File: config.mk
export PLATFORM = sky130hd
export DESIGN_NAME = irq_cause_unit
export DESIGN_NICKNAME = d
export VERILOG_FILES = /design/src/rtl/irq_cause_pkg.sv /design/src/rtl/irq_cause_ctrl.sv /design/src/rtl/irq_cause_dp.sv /design/src/rtl/irq_cause_unit.sv
export SDC_FILE = /design/constraint.sdc
export NUM_CORES = 1
export LEC_CHECK = 0
export BUFFER_PORTS_ARGS = -buffer_cell sky130_fd_sc_hd__buf_2
export CAP_MARGIN = 20
export CORE_ASPECT_RATIO = 2
export CORE_MARGIN = 2
export CORE_UTILIZATION = 25
export DETAILED_ROUTE_END_ITERATION = 10
export GPL_TIMING_DRIVEN = 0
export HOLD_SLACK_MARGIN = 0.1
export SLEW_MARGIN = 20
export SYNTH_ARGS = -nofsm -noshare
export SYNTH_HDL_FRONTEND = slang
export SYNTH_SLANG_ARGS = --single-unit
File: constraint.sdc
create_clock -name clk -period 4.4 [get_ports clk]
set_input_delay 0.22 -clock clk [delete_from_list [all_inputs] [get_ports clk]]
set_output_delay 0.22 -clock clk [all_outputs]
set_load 0.05 [all_outputs]
File: src/rtl/irq_cause_pkg.sv
package irq_cause_pkg;

  // Fixed register offsets (software decodes these)
  localparam logic [11:0] OFF_CAUSE = 12'h0C0;
  localparam logic [11:0] OFF_CSET  = 12'h0C8;
  localparam logic [11:0] OFF_MSET  = 12'h0D0;
  localparam logic [11:0] OFF_MCLR  = 12'h0D8;

  // Event input indices
  localparam int EV_N       = 6;
  localparam int EV_TXWB    = 0;
  localparam int EV_TXEMPTY = 1;
  localparam int EV_LINK    = 2;
  localparam int EV_RXOVER  = 3;
  localparam int EV_RXEOP   = 4;
  localparam int EV_MDIO    = 5;

  // Cause bit fed by the receive backlog
  localparam int RXT_BIT = 7;

  // Cause bit position of each event index
  function automatic int evPos(input int idx);
    case (idx)
      EV_TXWB:    return 0;
      EV_TXEMPTY: return 1;
      EV_LINK:    return 2;
      EV_RXOVER:  return 6;
      EV_RXEOP:   return RXT_BIT;
      default:    return 9;
    endcase
  endfunction

  // Strobes from the decoder to the datapath
  typedef struct packed {
    logic rdCause;
    logic setCause;
    logic rdMask;
    logic setMask;
    logic clrMask;
  } regStb_t;

endpackage

File: src/rtl/irq_cause_ctrl.sv
module irq_cause_ctrl
  import irq_cause_pkg::*;
#(
  parameter int ADDR_W = 12
) (
  input  logic              regEn,
  input  logic              regWr,
  input  logic [ADDR_W-1:0] regAddr,
  output regStb_t           stb
);

  logic hitCause, hitCset, hitMset, hitMclr;

  always_comb begin
    hitCause = (regAddr == ADDR_W'(OFF_CAUSE));
    hitCset  = (regAddr == ADDR_W'(OFF_CSET));
    hitMset  = (regAddr == ADDR_W'(OFF_MSET));
    hitMclr  = (regAddr == ADDR_W'(OFF_MCLR));
  end

  always_comb begin
    stb.rdCause  = regEn && !regWr && hitCause;
    stb.setCause = regEn &&  regWr && hitCset;
    stb.rdMask   = regEn && !regWr && hitMset;
    stb.setMask  = regEn &&  regWr && hitMset;
    stb.clrMask  = regEn &&  regWr && hitMclr;
  end

endmodule

File: src/rtl/irq_cause_dp.sv
module irq_cause_dp
  import irq_cause_pkg::*;
#(
  parameter int DATA_W = 32,
  parameter int PEND_W = 4
) (
  input  logic              clk,
  input  logic              rstN,
  input  regStb_t           stb,
  input  logic [DATA_W-1:0] regWdata,
  input  logic [EV_N-1:0]   evIn,
  output logic [DATA_W-1:0] regRdata,
  output logic [DATA_W-1:0] causeQ,
  output logic [DATA_W-1:0] maskQ,
  output logic [PEND_W-1:0] pendQ
);

  localparam logic [PEND_W-1:0] PEND_MAX = {PEND_W{1'b1}};

  logic [DATA_W-1:0] evBits;
  logic [DATA_W-1:0] causeD, maskD;
  logic [PEND_W-1:0] pendD;
  logic              pendInc, pendDec;

  // Map event pulses to their cause bits
  always_comb begin
    evBits = '0;
    for (int i = 0; i < EV_N; i++) begin
      evBits[evPos(i)] = evBits[evPos(i)] | evIn[i];
    end
  end

  always_comb begin
    pendInc = evIn[EV_RXEOP];
    pendDec = stb.rdCause && (pendQ != '0);
  end

  // Clear first, then merge arrivals so same-cycle events survive
  always_comb begin
    causeD = causeQ;
    if (stb.rdCause) causeD = '0;
    causeD = causeD | evBits;
    if (stb.setCause) causeD = causeD | regWdata;
    if (pendDec) causeD[RXT_BIT] = 1'b1;
  end

  always_comb begin
    maskD = maskQ;
    if (stb.setMask) maskD = maskD | regWdata;
    if (stb.clrMask) maskD = maskD & ~regWdata;
  end

  always_comb begin
    pendD = pendQ;
    if (pendInc && !pendDec && (pendQ != PEND_MAX)) pendD = pendQ + 1'b1;
    else if (pendDec && !pendInc)                   pendD = pendQ - 1'b1;
  end

  always_ff @(posedge clk) begin
    if (!rstN) begin
      causeQ <= '0;
      maskQ  <= '0;
      pendQ  <= '0;
    end else begin
      causeQ <= causeD;
      maskQ  <= maskD;
      pendQ  <= pendD;
    end
  end

  always_comb begin
    regRdata = '0;
    if (stb.rdCause)     regRdata = causeQ;
    else if (stb.rdMask) regRdata = maskQ;
  end

endmodule

File: src/rtl/irq_cause_unit.sv
module irq_cause_unit
  import irq_cause_pkg::*;
#(
  parameter int ADDR_W = 12,
  parameter int DATA_W = 32,
  parameter int PEND_W = 4
) (
  input  logic              clk,
  input  logic              rstN,
  input  logic              regEn,
  input  logic              regWr,
  input  logic [ADDR_W-1:0] regAddr,
  input  logic [DATA_W-1:0] regWdata,
  output logic [DATA_W-1:0] regRdata,
  input  logic              evTxWb,
  input  logic              evTxEmpty,
  input  logic              evLink,
  input  logic              evRxOver,
  input  logic              evRxEop,
  input  logic              evMdioDone,
  output logic              irqOut
);

  regStb_t           stb;
  logic [EV_N-1:0]   evIn;
  logic [DATA_W-1:0] causeQ, maskQ;
  logic [PEND_W-1:0] pendQ;

  always_comb begin
    evIn             = '0;
    evIn[EV_TXWB]    = evTxWb;
    evIn[EV_TXEMPTY] = evTxEmpty;
    evIn[EV_LINK]    = evLink;
    evIn[EV_RXOVER]  = evRxOver;
    evIn[EV_RXEOP]   = evRxEop;
    evIn[EV_MDIO]    = evMdioDone;
  end

  irq_cause_ctrl #(.ADDR_W(ADDR_W)) u_ctrl (
    .regEn   (regEn),
    .regWr   (regWr),
    .regAddr (regAddr),
    .stb     (stb)
  );

  irq_cause_dp #(.DATA_W(DATA_W), .PEND_W(PEND_W)) u_dp (
    .clk      (clk),
    .rstN     (rstN),
    .stb      (stb),
    .regWdata (regWdata),
    .evIn     (evIn),
    .regRdata (regRdata),
    .causeQ   (causeQ),
    .maskQ    (maskQ),
    .pendQ    (pendQ)
  );

  assign irqOut = |(causeQ & maskQ);

endmodule

==> results.yml <==
logic_synthesis:
  synthCells: 320
  synthXorXnorAreaFrac_pct: 0.290
  synth_top_family_by_area: "compound AO/OA/AOI/OAI gates"
  yosys.area_share.simple_pct: 11.7
  seq_area_frac_synth_pct: 45.1
  async_flop_share_pct: 0
  synth_adder_area_share_pct: 1.49
  syn_area_mm2: 0.00302
  ys.flop_type: "dfxtp_1"
  syn-num-nets: 377
  synth_compound_area_share_pct: 36.6
  ys_ff_latch: 68
  synthDominantCellAreaShare_pct: 45.1
  yosysWarnings: 0
  syn_avg_cell_area_um2: 9.43
  synth_area_leader_cell: "dfxtp_1"
  yosys-top-cells-area: "dfxtp_1 45%, a22oi_1 10%, a22o_1 9.3%"
  ys_types: 39
  synth_edf_count: 0
  muxShareOfSynthArea_pct: 0.664
critical_path:
  cpPeakStageDelay_ps: 490
  path_class: "in2out"
  worst_r2r_endpoint: "u_dp.pendQ[3]$_SDFFE_PN0P_"
  cp_max_fo: 10
  arrival_ps: 2300
  slowest_stage: "clkbuf_1"
  end_kind: "output port"
  reg2reg_depth: 7
  r2r-start: "u_dp.pendQ[0]$_SDFFE_PN0P_"
  rrSetupSlack_ps: 1920
  start_kind: "input pin"
  cp.required_ps: 4180
  path_cells: "buf_2 > nor4_4 > and4_1 > clkbuf_1 > clkbuf_1 > a22o_1 > buf_2"
clock_tree:
  cts_sinks: 68
  cts-buffers-inserted: 9
  clk_latency_ps: 330
  cts_resized: 0
  clockBufferDepth: 2
  ctsRootBufferMaster: "clkbuf_16"
  hold_buffers: 3
  post_cts_buffers: 0
  cts_tree: "done"
  htree_levels: 3
  clkTransAtPathRegs_ps: 50
grt:
  global_route.usage.total_pct: 17.6
  grt_pass1_vias: 3145
  grt_overflow_total: 0
  grt_max_degree: 11
  grt.met1_usage_pct: 16.9
  use_met3_pct: 3.63
  grt_pass1_wl_um: 16800
  grt.busiest_layer: "met2"
  gr-usage-met2_pct: 32.9
  antenna_found_initial: 0
sta:
  rsz0062_at_grt: "false"
  tightestPinTransition_ps: 697
  setup_viol: 0
  period_needed_ps: 2520
  finalHoldViolCount: 0
  holdWs_ps: 104
  max_slew_margin_pct: 53.5
  setup_tns_ps: 0
  max_freq_mhz: 396
  final_max_slew_viol_count: 0
  timing.final.crit_share_pct: 57.4
  worst_clock_skew_ps: 2.25
floorplan:
  die_y_um: 159
  coreArea_mm2: 0.0118
  start_util_pct: 25.6
  dieArea_mm2: 0.0130
  io_pins: 87
  rows: 56
  die_w_um: 81.7
routing:
  drcViolationCount: 0
  routed_via_density: 5.48
  via_count: 3123
  dr.pass1.iters: 4
  drt-total-wl_um: 11300
  wl_per_cell_um: 19.8
  detail-route-antenna-nets: 0
  drtIter0Drc: 237
finish:
  layoutNonFillerInstCount: 570
  final.fill_count: 1267
  drive_gt1_share_pct: 27.1
  n_antenna_cell: 0
  layout.nets: 477
  area_growth_pct: 31.1
hold_path:
  min_from: "regWdata[14]"
  holdPathStages: 2
  min_path_type: "in2reg"
placement:
  dp.cells: 551
  port_buffers: 86
  routabilityCongestion: 0.880
  dp_hpwl_um: 8710
outcome:
  outcome: "complete, no violations"
pwr:
  power.density_mw_per_mm2: 364
  ir_drop_mv: 0.187
  finalPower_uw: 1440
  p_leak_uw: 0.00153
job:
  maxCapViolations: 0
-- per-stage QoR --
step / area, µm² / util, % / setup WS (ps)
2_1_floorplan: 3020 / - / 2050
3_3_place_gp: 3630 / 30.8 / 1650
3_5_place_dp: 3630 / 30.8 / 1520
4_1_cts: 3960 / 33.6 / 1850
5_1_grt: 3960 / 33.6 / 1670
6_report: 3960 / 33.6 / 1880
-- report_power, final --
| group | total, µW | switching [µW] | internal (µW) | leakage (µW) |
|---|---|---|---|---|
| Clock | 722 | 252 | 470 | 0.000144 |
| Sequential | 633 | 8.86 | 624 | 0.000550 |
| Combinational | 86.8 | 49.6 | 37.2 | 0.000839 |
-- cells by family (layout without fill, tap and decap cells) --
group,count (synthesis),count (layout)
adders and majority gates,3,3
and+or+nand+nor,65,65
xor gates and xnor gates,1,1
muxes,2,2
AOI/OAI and AO/OA,153,153
buffers and inverters,28,133
DFF,68,68
-- metal layers --
metal,vias to the layer above,wire length (µm)
met3,31,640
met1,1509,3870
li1,1461,-
met4,0,491
met2,122,6290
met5,-,0
-- synthesized netlist by cell type (all sizes together), types with 2 or more instances --
cell and n:
a22oi 42, a21oi 36, clkbuf 19, nor3 3, dfxtp 68, nand2 5
a21o 2, a22o 32, nand4 8, nor4 3, nand3 3, mux2i 2
a221oi 5, a211oi 32, o21ai 2, buf 8, nor2 34, ha 2
-- final cells by class --
type	count	area [µm²]	area share [%]
inverters	1	3.75	0.0949
flip-flops and latches	68	1360	34.4
clock inverters	1	30.0	0.759
repair buffers	89	460	11.6
clock buffers	15	268	6.77
well taps	145	181	4.59
plain buffers	27	119	3.00
multi-input cells	224	1530	38.7
-- how the worst max path moves through the flow --
stage,start,to,slack (ps)
5_1_grt,regAddr[9],u_dp.pendQ[3]$_SDFFE_PN0P_,1670
4_1_cts,regAddr[9],u_dp.pendQ[3]$_SDFFE_PN0P_,1850
2_1_floorplan,regAddr[9],u_dp.pendQ[3]$_SDFFE_PN0P_,2050
3_5_place_dp,regAddr[9],u_dp.pendQ[3]$_SDFFE_PN0P_,1520
6_report,regAddr[9],regRdata[9],1880
3_3_place_gp,regAddr[9],u_dp.pendQ[3]$_SDFFE_PN0P_,1650
-- placed cells by master, fill, tap and decap left out, types with 2 or more instances in the layout --
cell type,count
dlygate4sd3_1,3
dfxtp_1,68
nand2_1,5
a211oi_1,32
buf_4,3
nand3_1,3
nand4_1,7
a22o_1,32
ha_1,2
nor2_1,33
clkbuf_1,23
nor3_1,2
a21o_1,2
a22oi_1,42
mux2i_1,2
buf_2,91
a221oi_1,5
clkbuf_8,2
a21oi_1,36
clkbuf_16,9
-- worst max-delay path: cells and delay by family --
family / cells / cell delay [ps]
compound gates: 1 / 290
simple gates: 2 / 600
buf+inv: 4 / 1180
(Power assumes the default switching activity.)
